**src/rtl/i2ct_pkg.sv**
```systemverilog
package i2ct_pkg;
   localparam int BYTE_W = 8;

   localparam logic [1:0] RIX_CTRL = 2'd0;
   localparam logic [1:0] RIX_FLAG = 2'd1;
   localparam logic [1:0] RIX_OWN  = 2'd2;
   localparam logic [1:0] RIX_DATA = 2'd3;

   // control bit positions
   localparam int C_EN    = 0;
   localparam int C_FSTPN = 2;   // inverted: 0 enables foreign-stop interrupt
   localparam int C_HOLD  = 3;
   localparam int C_RMIE  = 4;
   localparam int C_STPIE = 5;
   localparam int C_STAIE = 6;
   localparam logic [BYTE_W-1:0] CTRL_MASK = 8'h7D;

   // flag bit positions
   localparam int F_SEL   = 0;
   localparam int F_STA   = 1;
   localparam int F_STP   = 2;
   localparam int F_RDY   = 3;
   localparam int F_NAK   = 4;
   localparam int F_RMIS  = 5;
   localparam int F_FSTP  = 6;
   localparam int F_REL   = 7;   // write-only release strobe

   typedef enum logic [2:0] {
      PH_IDLE, PH_ADDR, PH_RX, PH_ACKO, PH_TX, PH_ACKI, PH_HOLD
   } phase_e;
endpackage

```
**src/rtl/i2ct_sync.sv**
```systemverilog
module i2ct_sync #(
   parameter int STAGES = 2
) (
   input  logic clk,
   input  logic rst_n,
   input  logic scl_in,
   input  logic sda_in,
   output logic scl_q,
   output logic sda_q,
   output logic scl_rise,
   output logic scl_fall,
   output logic start_det,
   output logic stop_det
);
   generate
      if (STAGES < 2) begin : g_bad
         $error("i2ct_sync: STAGES must be at least 2");
      end
   endgenerate

   logic [STAGES-1:0] scl_ff, sda_ff;
   logic scl_d, sda_d;

   generate
      for (genvar i = 0; i < STAGES; i++) begin : g_chain
         if (i == 0) begin : g_first
            always_ff @(posedge clk or negedge rst_n)
               if (!rst_n) begin
                  scl_ff[0] <= 1'b1;
                  sda_ff[0] <= 1'b1;
               end else begin
                  scl_ff[0] <= scl_in;
                  sda_ff[0] <= sda_in;
               end
         end else begin : g_next
            always_ff @(posedge clk or negedge rst_n)
               if (!rst_n) begin
                  scl_ff[i] <= 1'b1;
                  sda_ff[i] <= 1'b1;
               end else begin
                  scl_ff[i] <= scl_ff[i-1];
                  sda_ff[i] <= sda_ff[i-1];
               end
         end
      end
   endgenerate

   assign scl_q = scl_ff[STAGES-1];
   assign sda_q = sda_ff[STAGES-1];

   always_ff @(posedge clk or negedge rst_n)
      if (!rst_n) begin
         scl_d <= 1'b1;
         sda_d <= 1'b1;
      end else begin
         scl_d <= scl_q;
         sda_d <= sda_q;
      end

   // an edge on one line counts only while the other line holds still
   assign scl_rise  =  scl_q & ~scl_d & (sda_q == sda_d);
   assign scl_fall  = ~scl_q &  scl_d & (sda_q == sda_d);
   assign start_det = ~sda_q &  sda_d & scl_q & scl_d;
   assign stop_det  =  sda_q & ~sda_d & scl_q & scl_d;
endmodule

```
**src/rtl/i2ct_engine.sv**
```systemverilog
module i2ct_engine import i2ct_pkg::*; #(
   parameter int ADDR_W = 7
) (
   input  logic              clk,
   input  logic              rst_n,
   input  logic              en,
   input  logic              hold_en,
   input  logic              release_p,
   input  logic [ADDR_W-1:0] own,
   input  logic [BYTE_W-1:0] tx_byte,
   input  logic              sda_q,
   input  logic              scl_rise,
   input  logic              scl_fall,
   input  logic              start_det,
   input  logic              stop_det,
   output logic              ev_start,
   output logic              ev_stop,
   output logic              ev_hit,
   output logic              ev_miss,
   output logic              ev_rx,
   output logic              ev_nack,
   output logic              restart,
   output logic [BYTE_W-1:0] rx_byte,
   output logic              scl_oe,
   output logic              sda_oe
);
   generate
      if (ADDR_W != BYTE_W - 1) begin : g_bad
         $error("i2ct_engine: ADDR_W must be one less than BYTE_W");
      end
   endgenerate

   localparam int CNT_W = $clog2(BYTE_W);
   localparam logic [CNT_W-1:0] LAST = CNT_W'(BYTE_W - 1);

   phase_e            phase_q;
   logic [CNT_W-1:0]  cnt_q;
   logic [BYTE_W-1:0] sh_q;
   logic              full_q, rw_q, busy_q, nak_q;

   always_ff @(posedge clk or negedge rst_n) begin
      if (!rst_n) begin
         phase_q <= PH_IDLE; cnt_q <= '0; sh_q <= '0; full_q <= 1'b0;
         rw_q <= 1'b0; busy_q <= 1'b0; nak_q <= 1'b0; restart <= 1'b0;
         rx_byte <= '0; scl_oe <= 1'b0; sda_oe <= 1'b0;
         ev_start <= 1'b0; ev_stop <= 1'b0; ev_hit <= 1'b0;
         ev_miss <= 1'b0; ev_rx <= 1'b0; ev_nack <= 1'b0;
      end else if (!en) begin
         phase_q <= PH_IDLE; full_q <= 1'b0; busy_q <= 1'b0;
         scl_oe <= 1'b0; sda_oe <= 1'b0;
         ev_start <= 1'b0; ev_stop <= 1'b0; ev_hit <= 1'b0;
         ev_miss <= 1'b0; ev_rx <= 1'b0; ev_nack <= 1'b0;
      end else begin
         ev_start <= start_det; ev_stop <= stop_det; ev_hit <= 1'b0;
         ev_miss <= 1'b0; ev_rx <= 1'b0; ev_nack <= 1'b0;
         if (start_det) begin
            phase_q <= PH_ADDR; cnt_q <= '0; full_q <= 1'b0;
            restart <= busy_q; busy_q <= 1'b1;
            scl_oe <= 1'b0; sda_oe <= 1'b0;
         end else if (stop_det) begin
            phase_q <= PH_IDLE; busy_q <= 1'b0;
            scl_oe <= 1'b0; sda_oe <= 1'b0;
         end else begin
            unique case (phase_q)
               PH_ADDR, PH_RX: begin
                  if (scl_rise) begin
                     sh_q  <= {sh_q[BYTE_W-2:0], sda_q};
                     cnt_q <= cnt_q + 1'b1;
                     if (cnt_q == LAST) full_q <= 1'b1;
                  end else if (scl_fall && full_q) begin
                     full_q <= 1'b0;
                     cnt_q  <= '0;
                     if (phase_q == PH_ADDR) begin
                        if (sh_q[BYTE_W-1:1] == own) begin
                           ev_hit <= 1'b1; sda_oe <= 1'b1;
                           rw_q <= sh_q[0]; phase_q <= PH_ACKO;
                        end else begin
                           ev_miss <= 1'b1; phase_q <= PH_IDLE;
                        end
                     end else begin
                        ev_rx <= 1'b1; rx_byte <= sh_q;
                        sda_oe <= 1'b1; phase_q <= PH_ACKO;
                     end
                  end
               end
               PH_ACKO: if (scl_fall) begin
                  cnt_q <= '0;
                  if (rw_q) begin
                     sh_q <= tx_byte; sda_oe <= ~tx_byte[BYTE_W-1];
                     phase_q <= PH_TX;
                  end else begin
                     sda_oe <= 1'b0; phase_q <= PH_RX;
                  end
               end
               PH_TX: if (scl_fall) begin
                  if (cnt_q == LAST) begin
                     sda_oe <= 1'b0; phase_q <= PH_ACKI;
                  end else begin
                     sh_q   <= {sh_q[BYTE_W-2:0], 1'b0};
                     sda_oe <= ~sh_q[BYTE_W-2];
                     cnt_q  <= cnt_q + 1'b1;
                  end
               end
               PH_ACKI: begin
                  if (scl_rise) begin
                     nak_q <= sda_q; ev_nack <= sda_q;
                  end else if (scl_fall) begin
                     if (nak_q) begin
                        if (hold_en) begin
                           scl_oe <= 1'b1; phase_q <= PH_HOLD;
                        end else phase_q <= PH_IDLE;
                     end else begin
                        sh_q <= tx_byte; sda_oe <= ~tx_byte[BYTE_W-1];
                        cnt_q <= '0; phase_q <= PH_TX;
                     end
                  end
               end
               PH_HOLD: if (release_p) begin
                  scl_oe <= 1'b0; phase_q <= PH_IDLE;
               end
               default: ;
            endcase
         end
      end
   end

   assert_hold_needs_opt_R10: assert property (@(posedge clk) disable iff (!rst_n)
      $rose(scl_oe) |-> $past(hold_en));
   assert_off_releases_R11: assert property (@(posedge clk) disable iff (!rst_n)
      !en |=> (!scl_oe && !sda_oe));
endmodule

```
**src/rtl/i2ct_regs.sv**
```systemverilog
module i2ct_regs import i2ct_pkg::*; #(
   parameter int              ADDR_W  = 7,
   parameter logic [ADDR_W-1:0] RST_OWN = '0
) (
   input  logic              clk,
   input  logic              rst_n,
   input  logic              wr,
   input  logic [1:0]        addr,
   input  logic [BYTE_W-1:0] wdata,
   output logic [BYTE_W-1:0] rdata,
   input  logic              ev_start,
   input  logic              ev_stop,
   input  logic              ev_hit,
   input  logic              ev_miss,
   input  logic              ev_rx,
   input  logic              ev_nack,
   input  logic              restart,
   input  logic [BYTE_W-1:0] rx_byte,
   output logic              en,
   output logic              hold_en,
   output logic [ADDR_W-1:0] own,
   output logic [BYTE_W-1:0] tx_byte,
   output logic              release_p,
   output logic              irq
);
   logic [BYTE_W-1:0] ctrl_q, flag_q, flag_n, rx_q;

   always_comb begin
      flag_n = flag_q;
      if (wr && addr == RIX_FLAG) flag_n = flag_n & ~(wdata & ~(8'h1 << F_REL));
      if (ev_hit)   flag_n[F_SEL] = 1'b1;
      if (ev_miss)  flag_n[F_SEL] = 1'b0;
      if (ev_start) flag_n[F_STA] = 1'b1;
      if (ev_stop)  flag_n[F_STP] = 1'b1;
      if (ev_rx)    flag_n[F_RDY] = 1'b1;
      if (ev_nack)  flag_n[F_NAK] = 1'b1;
      if (ev_miss && flag_q[F_SEL] && restart) flag_n[F_RMIS] = 1'b1;
      if (ev_stop && !flag_q[F_SEL])           flag_n[F_FSTP] = 1'b1;
      if (!ctrl_q[C_EN]) flag_n = '0;
   end

   always_ff @(posedge clk or negedge rst_n) begin
      if (!rst_n) begin
         ctrl_q <= '0; flag_q <= '0; own <= RST_OWN; tx_byte <= '0; rx_q <= '0;
      end else begin
         flag_q <= flag_n;
         if (ev_rx) rx_q <= rx_byte;
         if (wr) begin
            unique case (addr)
               RIX_CTRL: ctrl_q  <= wdata & CTRL_MASK;
               RIX_OWN:  own     <= wdata[ADDR_W-1:0];
               RIX_DATA: tx_byte <= wdata;
               default: ;
            endcase
         end
      end
   end

   always_comb begin
      unique case (addr)
         RIX_CTRL: rdata = ctrl_q;
         RIX_FLAG: rdata = flag_q;
         RIX_OWN:  rdata = BYTE_W'(own);
         default:  rdata = rx_q;
      endcase
   end

   assign en        = ctrl_q[C_EN];
   assign hold_en   = ctrl_q[C_HOLD];
   assign release_p = wr && ((addr == RIX_FLAG && wdata[F_REL]) || addr == RIX_DATA);
   assign irq = (flag_q[F_STA]  & ctrl_q[C_STAIE]) | (flag_q[F_STP] & ctrl_q[C_STPIE])
              | (flag_q[F_RMIS] & ctrl_q[C_RMIE])  | (flag_q[F_FSTP] & ~ctrl_q[C_FSTPN]);

   assert_hit_sets_sel_R3: assert property (@(posedge clk) disable iff (!rst_n)
      (ev_hit && en) |=> flag_q[F_SEL]);
   assert_stop_irq_R7: assert property (@(posedge clk) disable iff (!rst_n)
      (ev_stop && en && ctrl_q[C_STPIE] && !(wr && addr == RIX_CTRL)) |=> irq);
   assert_rmis_after_sel_R8: assert property (@(posedge clk) disable iff (!rst_n)
      $rose(flag_q[F_RMIS]) |-> $past(flag_q[F_SEL]));
   assert_off_clears_R11: assert property (@(posedge clk) disable iff (!rst_n)
      !en |=> (flag_q == '0));
endmodule

```
**src/rtl/i2c_target_evt.sv**
```systemverilog
module i2c_target_evt import i2ct_pkg::*; #(
   parameter int                SYNC_STAGES  = 2,
   parameter int                ADDR_W       = 7,
   parameter logic [ADDR_W-1:0] RST_OWN_ADDR = '0
) (
   input  logic       clk,
   input  logic       rst_n,
   input  logic       bus_wr,
   input  logic [1:0] bus_addr,
   input  logic [7:0] bus_wdata,
   output logic [7:0] bus_rdata,
   input  logic       scl_in,
   input  logic       sda_in,
   output logic       scl_oe,
   output logic       sda_oe,
   output logic       irq
);
   logic scl_q, sda_q, scl_rise, scl_fall, start_det, stop_det;
   logic en, hold_en, release_p, restart;
   logic ev_start, ev_stop, ev_hit, ev_miss, ev_rx, ev_nack;
   logic [ADDR_W-1:0] own;
   logic [BYTE_W-1:0] tx_byte, rx_byte;

   i2ct_sync #(.STAGES(SYNC_STAGES)) u_sync (
      .clk(clk), .rst_n(rst_n), .scl_in(scl_in), .sda_in(sda_in),
      .scl_q(scl_q), .sda_q(sda_q), .scl_rise(scl_rise), .scl_fall(scl_fall),
      .start_det(start_det), .stop_det(stop_det));

   i2ct_engine #(.ADDR_W(ADDR_W)) u_eng (
      .clk(clk), .rst_n(rst_n), .en(en), .hold_en(hold_en), .release_p(release_p),
      .own(own), .tx_byte(tx_byte), .sda_q(sda_q), .scl_rise(scl_rise),
      .scl_fall(scl_fall), .start_det(start_det), .stop_det(stop_det),
      .ev_start(ev_start), .ev_stop(ev_stop), .ev_hit(ev_hit), .ev_miss(ev_miss),
      .ev_rx(ev_rx), .ev_nack(ev_nack), .restart(restart), .rx_byte(rx_byte),
      .scl_oe(scl_oe), .sda_oe(sda_oe));

   i2ct_regs #(.ADDR_W(ADDR_W), .RST_OWN(RST_OWN_ADDR)) u_regs (
      .clk(clk), .rst_n(rst_n), .wr(bus_wr), .addr(bus_addr), .wdata(bus_wdata),
      .rdata(bus_rdata), .ev_start(ev_start), .ev_stop(ev_stop), .ev_hit(ev_hit),
      .ev_miss(ev_miss), .ev_rx(ev_rx), .ev_nack(ev_nack), .restart(restart),
      .rx_byte(rx_byte), .en(en), .hold_en(hold_en), .own(own), .tx_byte(tx_byte),
      .release_p(release_p), .irq(irq));

   // scl_q is kept for the structure of the synchronizer; only edges are used
   logic unused_scl;
   assign unused_scl = scl_q;
endmodule

```
**config.mk**
```make
export PLATFORM = sky130hd
export DESIGN_NAME = i2c_target_evt
export DESIGN_NICKNAME = d
export VERILOG_FILES = /design/src/rtl/i2ct_pkg.sv /design/src/rtl/i2ct_sync.sv /design/src/rtl/i2ct_engine.sv /design/src/rtl/i2ct_regs.sv /design/src/rtl/i2c_target_evt.sv
export SDC_FILE = /design/constraint.sdc
export NUM_CORES = 1
export LEC_CHECK = 0
export BUFFER_PORTS_ARGS = -buffer_cell sky130_fd_sc_hd__clkbuf_2
export CAP_MARGIN = 20
export CORE_ASPECT_RATIO = 0.75
export CORE_UTILIZATION = 60
export CTS_CLUSTER_DIAMETER = 60
export DETAILED_ROUTE_END_ITERATION = 10
export GPL_TIMING_DRIVEN = 0
export MAX_ROUTING_LAYER = met4
export PLACE_DENSITY_LB_ADDON = 0.05
export SKIP_CTS_REPAIR_TIMING = 1
export SLEW_MARGIN = 20
export SYNTH_ARGS = -nofsm -noshare
export SYNTH_HDL_FRONTEND = slang
export SYNTH_SLANG_ARGS = --single-unit
```
**constraint.sdc**
```tcl
create_clock -name clk -period 2.9 [get_ports clk]
set_input_delay 0.29 -clock clk [delete_from_list [all_inputs] [get_ports clk]]
set_output_delay 0.29 -clock clk [all_outputs]
set_load 0.02 [all_outputs]
```
# Yosys cells after proc, flatten, opt, wreduce, memory -nomap -nowiden
# Index checks and enable logic that the tools add are counted.
[classes]
n_bitwise = 30
eq_ne = 56
magnitude_cmp = 0
mux = 112
div_mod_pow = 0
multipliers = 0
shifts = 0
reduce_logical = 26
add_sub_neg = 1
[op_table]
columns = ["cell", "n"]
rows = [
  ["two-way mux 8 bit", 10],
  ["two-way mux 3 bit", 24],
  ["two-way mux 1 bit", 70],
  ["inequality test 5 bit (second input constant)", 11],
  ["one-hot mux 8 bit (4 select lines)", 1],
  ["inequality test 3 bit (second input constant)", 9],
  ["one-hot mux 8 bit (3 select lines)", 1],
  ["AND reduction 9 bit", 2],
  ["one-hot mux 3 bit (5 select lines)", 1],
  ["bitwise AND 1 bit", 14],
  ["== test 3 bit (second input constant)", 4],
  ["inequality test 4 bit (second input constant)", 3],
  ["one-hot mux 3 bit (4 select lines)", 1],
  ["AND reduction 12 bit", 1],
  ["inverter 1 bit", 11],
  ["inequality test 2 x 1 -> 1 bit (second input constant)", 5],
  ["inequality test 2 bit (second input constant)", 5],
  ["AND reduction 10 bit", 1],
  ["inequality test 3 x 1 -> 1 bit (second input constant)", 3],
  ["inequality test 3 x 2 -> 1 bit (second input constant)", 3],
  ["bitwise AND 8 bit", 1],
  ["inequality test 8 bit (second input constant)", 1],
  ["inverter 7 -> 8 bit", 1],
  ["AND reduction 2 bit", 4],
  ["other kinds (27)", 38],
]
[totals]
inputBits = 15
ramBits = 0
latch_bits = 0
out_inout_bits = 11
ff_bits = 78
mem_bits_ro = 0
wordCells = 260
n_memories = 0

# Longest topological paths before layout
# Gate-level depths: netlist of the first run.
[logic_depth]
ltp_word = 10
depth_mapped = 8
depth_no_buf = 7

# Hierarchy
# Synthesis of the first run repeated with hierarchy kept, for this count alone.
[unflattened]
cells_unflattened = 306
area_unflattened_um2 = 3852.4
[modules_own_cells]
columns = ["module", "n_inst", "cells_each", "seq_area_each_um2", "area_each_um2"]
rows = [
  ["i2ct_engine", 1, 179, 875.8, 1973.1],
  ["i2ct_regs", 1, 113, 900.9, 1656.6],
  ["i2ct_sync", 1, 14, 157.7, 222.7],
]

# Worst setup path after synthesis of the first run
# OpenSTA, ideal clock, no wires.
[synth_path]
path_kind = "reg2reg"
startpoint = "reg u_sync.sda_ff[1] (netlist: u_sync.sda_q)"
endpoint = "reg u_eng.sh_q[0]"
setup_ps = 125
path_stages_with_launch = 8
required_ps = 2775
t_arrival_ps = 2126
period_less_slack_ps = 2251
n_path_buf = 1
setup_slack_ps = 649
path_cell_list = "dfstp_2 inv_1 ha_1 and3b_1 buf_2 a221o_1 o2111ai_4 mux2_2"
[synth_between]
elab_chain_cells = 6
elab_cells_between_ends = 20
classes_between = "eq/ne: 6; mux: 2; bitwise: 11; reduce/logical: 1"
[synth_lines]
columns = ["element", "line", "source"]
rows = [
  ["from (decl)", "i2ct_sync.sv:21", "logic [STAGES-1:0] scl_ff, sda_ff;"],
  ["from (signal, indexed assignment)", "i2ct_sync.sv:42", "sda_ff[i] <= sda_ff[i-1];"],
  ["inverter 1 bit", "i2ct_sync.sv:63", "assign start_det = ~sda_q & sda_d & scl_q & scl_d;"],
  ["bitwise AND 1 bit (3 in series)", "i2ct_sync.sv:63", ""],
  ["inverter 1 bit (no line)", "--", ""],
  ["AND reduction 12 bit (no line)", "--", ""],
  ["to (signal assigned)", "i2ct_engine.sv:67", "sh_q <= {sh_q[BYTE_W-2:0], sda_q};"],
  ["to (signal assigned)", "i2ct_engine.sv:89", "sh_q <= tx_byte; sda_oe <= ~tx_byte[BYTE_W-1];"],
  ["to (signal assigned)", "i2ct_engine.sv:99", "sh_q <= {sh_q[BYTE_W-2:0], 1'b0};"],
  ["to (decl)", "i2ct_engine.sv:38", "logic [BYTE_W-1:0] sh_q;"],
]
# Parallel ways exist; a longest one is shown, timed or not. The select of a mux whose other input is x is not followed.
# A chain may end at the register's enable or synchronous reset.

# Worst setup path after layout of the first run
# Ends and elaborated chain as after synthesis.

==> results of run 1 <==
critical path, cell delays in order, from the launching register on:
cell	delay, ps
dfstp_2	580
inv_1	90
ha_1	420
and3b_1	210
buf_2	170
a221o_1	360
o2111ai_4	180
mux2_2	390
metrics by stage:
stage	utilization [%]	hold slack [ps]
CTS	69.87	-52.00
finish	70.03	15.99
detailed placement	66.05	321.4
global route	70.03	5.824
global placement	65.69	345.3
floorplan	-	-5.591
synth_stat cells (all sizes together) (5+ instances only):
| cell type | count |
|---|---|
| mux4 | 6 |
| a21oi | 23 |
| mux2 | 57 |
| o21ai | 14 |
| inv | 11 |
| xor2 | 5 |
| dfrtp | 71 |
| o211ai | 8 |
| nor2 | 18 |
| nand2 | 31 |
| dfstp | 6 |
| buf | 9 |
logic make-up (layout without fill, tap and decap cells):
logic type / count (synthesis) / count (layout) / share of synthesized area, %
flip-flops: 77 / 77 / 49.55
adder cells (fa/ha/maj): 4 / 4 / 1.282
XOR/XNOR: 8 / 8 / 1.795
buffers and inverters: 24 / 67 / 2.884
multiplexers: 67 / 67 / 20.93
AND/OR/NAND/NOR: 84 / 84 / 12.28
AO/OA/AOI/OAI: 64 / 64 / 11.28
metal layers:
metal	track usage, %	wire length, microns	vias to the layer above
met5	-	0	-
met4	5.556	73	0
met3	8.493	765	7
met2	42.22	4047	121
met1	45.54	4484	1427
li1	-	-	1275
state kept, by name, indices dropped and copies added (netlist names), 6 cells and up:
signal / cells
u_eng.rx_byte: 8
u_eng.sh_q: 8
u_regs.ctrl_q: 6
u_regs.flag_q: 7
u_regs.own: 7
u_regs.rx_q: 8
u_regs.tx_byte: 8
power by group:
| part | internal (uW) | total [uW] | switching, uW |
|---|---|---|---|
| sequential | 1200 | 1330 | 126 |
| combinational | 366 | 835 | 469 |
| clock | 573 | 971 | 397 |
final cells by class:
cell class                 count  area, sq um
fill                         456         1884
sequential                    77         1934
multi-input combinational    227         1857
inverter                      11        41.29
tap                           81        101.3
clock buffer                  10        127.6
clock inverter                 6        112.6
timing repair buffer          27        157.7
buffer                        13        71.32
path summary, 6_finish.rpt:
| check | to | slack, ps | depth (start not counted) |
|---|---|---|---|
| max | u_eng.sh_q[0] | 380 | 7 |
| min | u_sync.scl_ff[0] | 20 | 1 |
| max reg2reg | u_eng.sh_q[0] | 380 | 7 |
| min reg2reg | u_sync.sda_q | 360 | 0 |
| max in group asynchronous | u_regs.own[0] | 1810 | 3 |
| min in group asynchronous | u_regs.ctrl_q[6] | 490 | 2 |
==> results.toml, run 1 <==
[detailed_routing]
drt-initial-drc-count = 241
antenna_left = 0
drtPass1Iterations = 5
detail_route.drc_violations = 0
vias = 2830
route.detailed.vias_per_inst = 6.261
postRouteWirelength_microns = 9370
routed_wire_length_per_instance_microns = 20.73

[cts]
cts_inserted_buffers = 9
cts_num_sinks = 77
clock_path_buffers = 2
clk_pin_slew_ps = 80
clock_tree.root_cell = "clkbuf_8"
worstSkewPairLatency_ps = 350
cts_tree = "built"
htreeDepth = 3

[timing]
clock.fmax_mhz = 396.4
timing.final.hold_violations = 0
timing.setup.tns_ps = 0
timing.final.crit_period_ps = 2523
relSlewSlack_pct = 44.47
tightestPinTransition_ps = 827.4
fin_worst_skew_ps = 11.83
postLayoutSetupSlackWorst_ps = 377.3
setup_viol_count_final = 0
layout_worst_path_cycle_share_pct = 86.99
rsz_0062_raised_after_global_routing = "no"
drv_slew = 0

[placement]
hpwl_dp_microns = 6779
port_buffers = 25
placedInstanceArea_sq_um = 4153
place.detailed.instances = 435
place_ws_ps = 412.7
routabilityCongestion = 1.020

[synthesis]
synth.ff_latch_count = 77
ys.warnings.count = 0
postSynthCellCount = 328
synthesized_netlist_net_count = 347
netlist.top_cell.by_area = "dfrtp_1"
synth_top_flop_cell = "dfrtp_1"
yosys.area.top_type_share_pct = 45.51
async_flop_share_pct = 100.0
synth_area_per_cell_sq_um = 11.90
leading_cell_types_by_total_area_after_synthesis = "dfrtp_1, mux2_2, dfstp_2"
seq_area_frac_synth_pct = 49.55
synth-edff-count = 0
synth_cell_type_count = 56
syn_area_sq_um = 3904

[global_route]
track_usage_pct = 30.66
grt_pass1_wl_microns = 14640
grt-ovfl-total = 0
first_global_vias = 2668
maximum_number_of_pins_on_one_net_before_global_route_repair = 41
antenna_found_initial = 0

[power_and_ir_drop]
design_power_total_uw = 3135
static-leakage-power_uw = 0.002034
power_per_cell_area_nw_per_um2 = 711.9
irDropWorstVdd_mv = 0.4110

[floorplanning]
design.die.area_sq_um = 6836
core-area_sq_um = 6287
die_w_microns = 95.14
boundaryPins = 26
num_rows = 25
die_y_microns = 71.86
initial_utilization_pct = 62.09

[worst_setup_path]
critPathKind = "register to register"
worstSetupEndpointType = "register"
worstPathArrival_ps = 2750
worst_ep_required_time_ps = 3130
crit-reg2reg-launch = "u_sync.sda_q"
cp-startpoint = "u_sync.sda_q"
startpoint_type = "register"
path_max_fanout = 8

[min_path]
timing.hold.worst.start = "scl_in"
worstHoldPathType = "input port to register"

[layout]
finish.instance_area_sq_um = 4403
mostFrequentLayoutCell = "dfrtp_1"
area_growth_syn_to_layout_pct = 12.79
insertedDiodeCount = 0
final_cells = 452
drive_above_1_share_pct = 35.31
layout.cells.most_common_list = "dfrtp_1, mux2_2, nand2_1"
nets = 385

[run_status]
run_status = "finished, final reports clean"

[job]
max_cap_violations = 0
(Power assumes the default switching activity.)
==> run 2, diff against run 1 <==
- CORE_ASPECT_RATIO: 0.75 -> 1.75
==> run 2 against run 1 <==
  * Clock skew decreased by 4.7 ps
  * Critical endpoint is now u_eng.sh_q[2]
  * Non-clock buffer count increased by 2
  * Global-route usage increased by 2.3 points
  * Power decreased by 6.0%
  * Largest cell class unchanged
  * Sequential share of layout area increased by 0.40 points
  * Critical path type unchanged
  * Die area increased by 0.14%
==> results.toml, run 2 (synthesis gave the netlist of run 1 again) <==
[run_status]
run_status = "finished, final reports clean"

[worst_setup_path]
startpoint_type = "register"
crit_chain = "inv_1, ha_1, and3b_1, buf_2, a221o_1, o2111ai_4, mux2_2"
worst_ep_required_time_ps = 3140
critPathKind = "register to register"
path_max_fanout = 8
worst_path_max_delay_cell = "dfstp_2"
worstPathArrival_ps = 2750
delay_heaviest_family_cp = "flip-flops"
worstSetupEndpointType = "register"
cpPeakStageDelay_ps = 560
crit_buf_inv = 2

[power_and_ir_drop]
power_per_cell_area_nw_per_um2 = 675.5
irDropWorstVdd_mv = 0.4106
static-leakage-power_uw = 0.002013

[layout]
mostFrequentLayoutCell = "dfrtp_1"
area_growth_syn_to_layout_pct = 11.76
final_cells = 452
finish.instance_area_sq_um = 4363
drive_above_1_share_pct = 34.14
regArea_sq_um = 1934
post-route-util_pct = 70.05
num-fill-cells = 486
nets = 387
layout.cells.most_common_list = "dfrtp_1, mux2_2, nand2_1"
insertedDiodeCount = 0
area_of_combinational_cells_with_multiple_inputs_sq_um = 1857

[floorplanning]
initial_utilization_pct = 62.68
num_rows = 38
boundaryPins = 26
core-area_sq_um = 6228
die_w_microns = 62.98
design.die.area_sq_um = 6846
die_y_microns = 108.7

[detailed_routing]
drt-initial-drc-count = 294
antenna_left = 0
routed_wire_length_per_instance_microns = 21.53
route.top_layer_used = "met4"
wirelength_met1_microns = 3583
met3RoutedLength_microns = 414
postRouteWirelength_microns = 9730
met2WireLength_microns = 5291
drtPass1Iterations = 6
vias = 2866
route.detailed.vias_per_inst = 6.341
detail_route.drc_violations = 0

[placement]
port_buffers = 25
hpwl_dp_microns = 7077
placedInstanceArea_sq_um = 4159
place.detailed.instances = 434
routabilityCongestion = 0.9600

[timing]
rsz_0062_raised_after_global_routing = "no"
tightestPinTransition_ps = 760.8
layout_worst_path_cycle_share_pct = 86.33
timing.setup.tns_ps = 0
drv_slew = 0
timing.final.crit_period_ps = 2504
clock.fmax_mhz = 399.4
timing.final.hold_violations = 0
setup_viol_count_final = 0
relSlewSlack_pct = 48.94
fin_worst_skew_ps = 7.173

[global_route]
track_usage_pct = 32.97
antenna_found_initial = 0
first_global_vias = 2929
grt_pass1_wl_microns = 15750
maximum_number_of_pins_on_one_net_before_global_route_repair = 46
grt-ovfl-total = 0

[cts]
cts_tree = "built"
clock_path_buffers = 2
htreeDepth = 3
clock_tree.root_cell = "clkbuf_8"
cts_num_sinks = 77
worstSkewPairLatency_ps = 360
cts_inserted_buffers = 9
clk_pin_slew_ps = 80

[min_path]
worstHoldPathType = "input port to register"

[job]
max_cap_violations = 0
[run 2: worst paths after layout]
path	startpoint	to	slack (ps)	depth (start not counted)
max reg2reg	u_sync.sda_q	u_eng.sh_q[2]	400	7
min reg2reg	u_sync.scl_ff[0]	u_sync.scl_q	360	0
max	u_sync.sda_q	u_eng.sh_q[2]	400	7
max in group asynchronous	rst_n	u_sync.scl_q	1840	3
min in group asynchronous	rst_n	u_eng.sh_q[0]	450	2
min	bus_wdata[7]	u_regs.tx_byte[7]	180	2
[run 2: per-layer routing]
layer  vias up  track usage, %
li1       1277               -
met1      1444           35.31
met2       110           55.91
met3        35           5.858
met4         0           20.93
met5         -               -
[run 2: final cells by class]
| class | count | share of cell area, % |
|---|---|---|
| clock buffers | 13 | 3.183 |
| well taps | 80 | 2.294 |
| flip-flops and latches | 77 | 44.34 |
| plain buffers | 13 | 1.635 |
| inverters | 11 | 0.9464 |
| clock inverters | 2 | 0.8030 |
| repair buffers | 29 | 4.244 |
| multi-input cells | 227 | 42.56 |
[run 2: per-stage QoR]
stage | total power (uW) | setup WS (ps) | hold WS [ps]
floorplan | 1925 | 649.5 | -5.591
global placement | 2154 | 449.9 | 346.3
detailed placement | 2176 | 436.2 | 298.2
CTS | 2942 | 408.6 | -93.36
global route | 3080 | 340.2 | 181.1
finish | 2947 | 396.3 | 177.1
[run 2: report_power, final]
group          leakage [uW]  internal, uW  switching [uW]
clock network     0.0000875           393             377
logic              0.000921           368             471
registers           0.00100          1200             135
total               0.00201          1960             983
==> run 3, diff against run 2 <==
- GPL_TIMING_DRIVEN: 0 -> 1
==> run 3 against run 2 <==
  * Largest power group unchanged
  * Critical path depth decreased by 1
  * Via count decreased by 4.9%
  * Critical path type unchanged
  * Utilization decreased by 0.20 points
==> results.toml, run 3 (synthesis gave the netlist of run 1 again) <==
[timing]
drv_slew = 0
setup_viol_count_final = 0
rsz_0062_raised_after_global_routing = "no"
clock.fmax_mhz = 418.4
timing.final.hold_violations = 0
worst_hold_slack_ps = 52.66
relSlewSlack_pct = 35.65
tightestPinTransition_ps = 965.2
fin_worst_skew_ps = 9.820
timing.final.crit_period_ps = 2390
layout_worst_path_cycle_share_pct = 82.42
timing.setup.tns_ps = 0

[layout]
area_growth_syn_to_layout_pct = 11.44
area_of_combinational_cells_with_multiple_inputs_sq_um = 1857
layout.cells.most_common_list = "dfrtp_1, mux2_2, nand2_1"
num-fill-cells = 480
regArea_sq_um = 1934
insertedDiodeCount = 0
mostFrequentLayoutCell = "dfrtp_1"
final_cells = 441
nets = 375
drive_above_1_share_pct = 34.63

[run_status]
run_status = "finished, final reports clean"

[cts]
clock_path_buffers = 2
clock_tree.root_cell = "clkbuf_8"
worstSkewPairLatency_ps = 360
htreeDepth = 3
cts_tree = "built"
cts_inserted_buffers = 9
cts_num_sinks = 77
clk_pin_slew_ps = 80

[global_route]
first_global_vias = 2826
grt_pass1_wl_microns = 15100
grt-ovfl-total = 0
track_usage_pct = 31.49
maximum_number_of_pins_on_one_net_before_global_route_repair = 78
antenna_found_initial = 0

[worst_setup_path]
startpoint_type = "register"
worstSetupEndpointType = "register"
worstPathArrival_ps = 2630
path_max_fanout = 8
critPathKind = "register to register"
worst_ep_required_time_ps = 3140

[floorplanning]
num_rows = 38
die_w_microns = 62.98
initial_utilization_pct = 62.68
die_y_microns = 108.7
core-area_sq_um = 6228
boundaryPins = 26
design.die.area_sq_um = 6846

[detailed_routing]
antenna_left = 0
vias = 2725
detail_route.drc_violations = 0
route.detailed.vias_per_inst = 6.179
postRouteWirelength_microns = 9295
drtPass1Iterations = 4
routed_wire_length_per_instance_microns = 21.08
drt-initial-drc-count = 217

[placement]
hpwl_dp_microns = 6732
port_buffers = 25
routabilityCongestion = 0.9215
place.detailed.instances = 423

[job]
max_cap_violations = 0

[power_and_ir_drop]
static-leakage-power_uw = 0.001992
irDropWorstVdd_mv = 0.5723
power_per_cell_area_nw_per_um2 = 717.3

[min_path]
worstHoldPathType = "input port to async pin"
[run 3: changes by cell type in the layout (fill, tap and decap cells not counted), sizes merged]
cell	before	now
buf	10	4
dlygate4sd3	3	2
clkbuf	42	34
bufinv	1	3
clkinvlp	0	2
[run 3: stage by stage]
step / worst slack [ps] / total power (uW) / utilization (%) / instance area [sq um]
global placement: 571.7 / 2137 / 65.55 / 4083
CTS: 511.2 / 3132 / 69.53 / 4330
finish: 510.0 / 3121 / 69.85 / 4350
global route: 389.1 / 3265 / 69.85 / 4350
detailed placement: 536.8 / 2145 / 65.55 / 4083
floorplan: 649.5 / 1925 / - / 3904
[run 3: worst max-delay path, cell delays in order (launching register included)]
cell       delay, ps
dfstp_2          560
inv_1             70
ha_1             410
and3b_1          310
a221o_1          390
o2111ai_4        150
mux2_2           380
[run 3: worst paths after layout]
kind                                       start           endpoint  slack [ps]  cells after the start
worst min-delay path                       rst_n        u_eng.nak_q          50                      1
worst min register to register  u_sync.sda_ff[0]       u_sync.sda_q         360                      0
worst max-delay path                u_sync.sda_q      u_eng.sh_q[3]         510                      6
worst max register to register      u_sync.sda_q      u_eng.sh_q[3]         510                      6
max in group asynchronous                  rst_n      u_eng.ev_miss        2190                      1
min in group clk                    bus_wdata[7]  u_regs.tx_byte[7]         180                      2
[run 3: power breakdown]
group / switching [uW] / internal [uW] / leakage (uW) / total (uW)
logic: 377 / 349 / 0.000870 / 726
registers: 205 / 1200 / 0.00100 / 1410
clock network: 395 / 593 / 0.000119 / 988
[run 3: metal layers]
| metal | routed length, microns | track usage (%) | vias up |
|---|---|---|---|
| li1 | - | - | 1254 |
| met1 | 3577 | 33.99 | 1366 |
| met2 | 4923 | 53.30 | 76 |
| met3 | 307 | 5.335 | 29 |
| met4 | 487 | 19.93 | 0 |
| met5 | 0 | - | - |
[run 3: area by class of cell]
class / instances / share of cell area (%)
Tap cell: 80 / 2.301
Inverter: 11 / 0.9491
Timing Repair Buffer: 30 / 3.911
Clock inverter: 6 / 2.531
Clock buffer: 10 / 3.164
Multi-Input combinational cell: 227 / 42.68
Sequential cell: 77 / 44.46
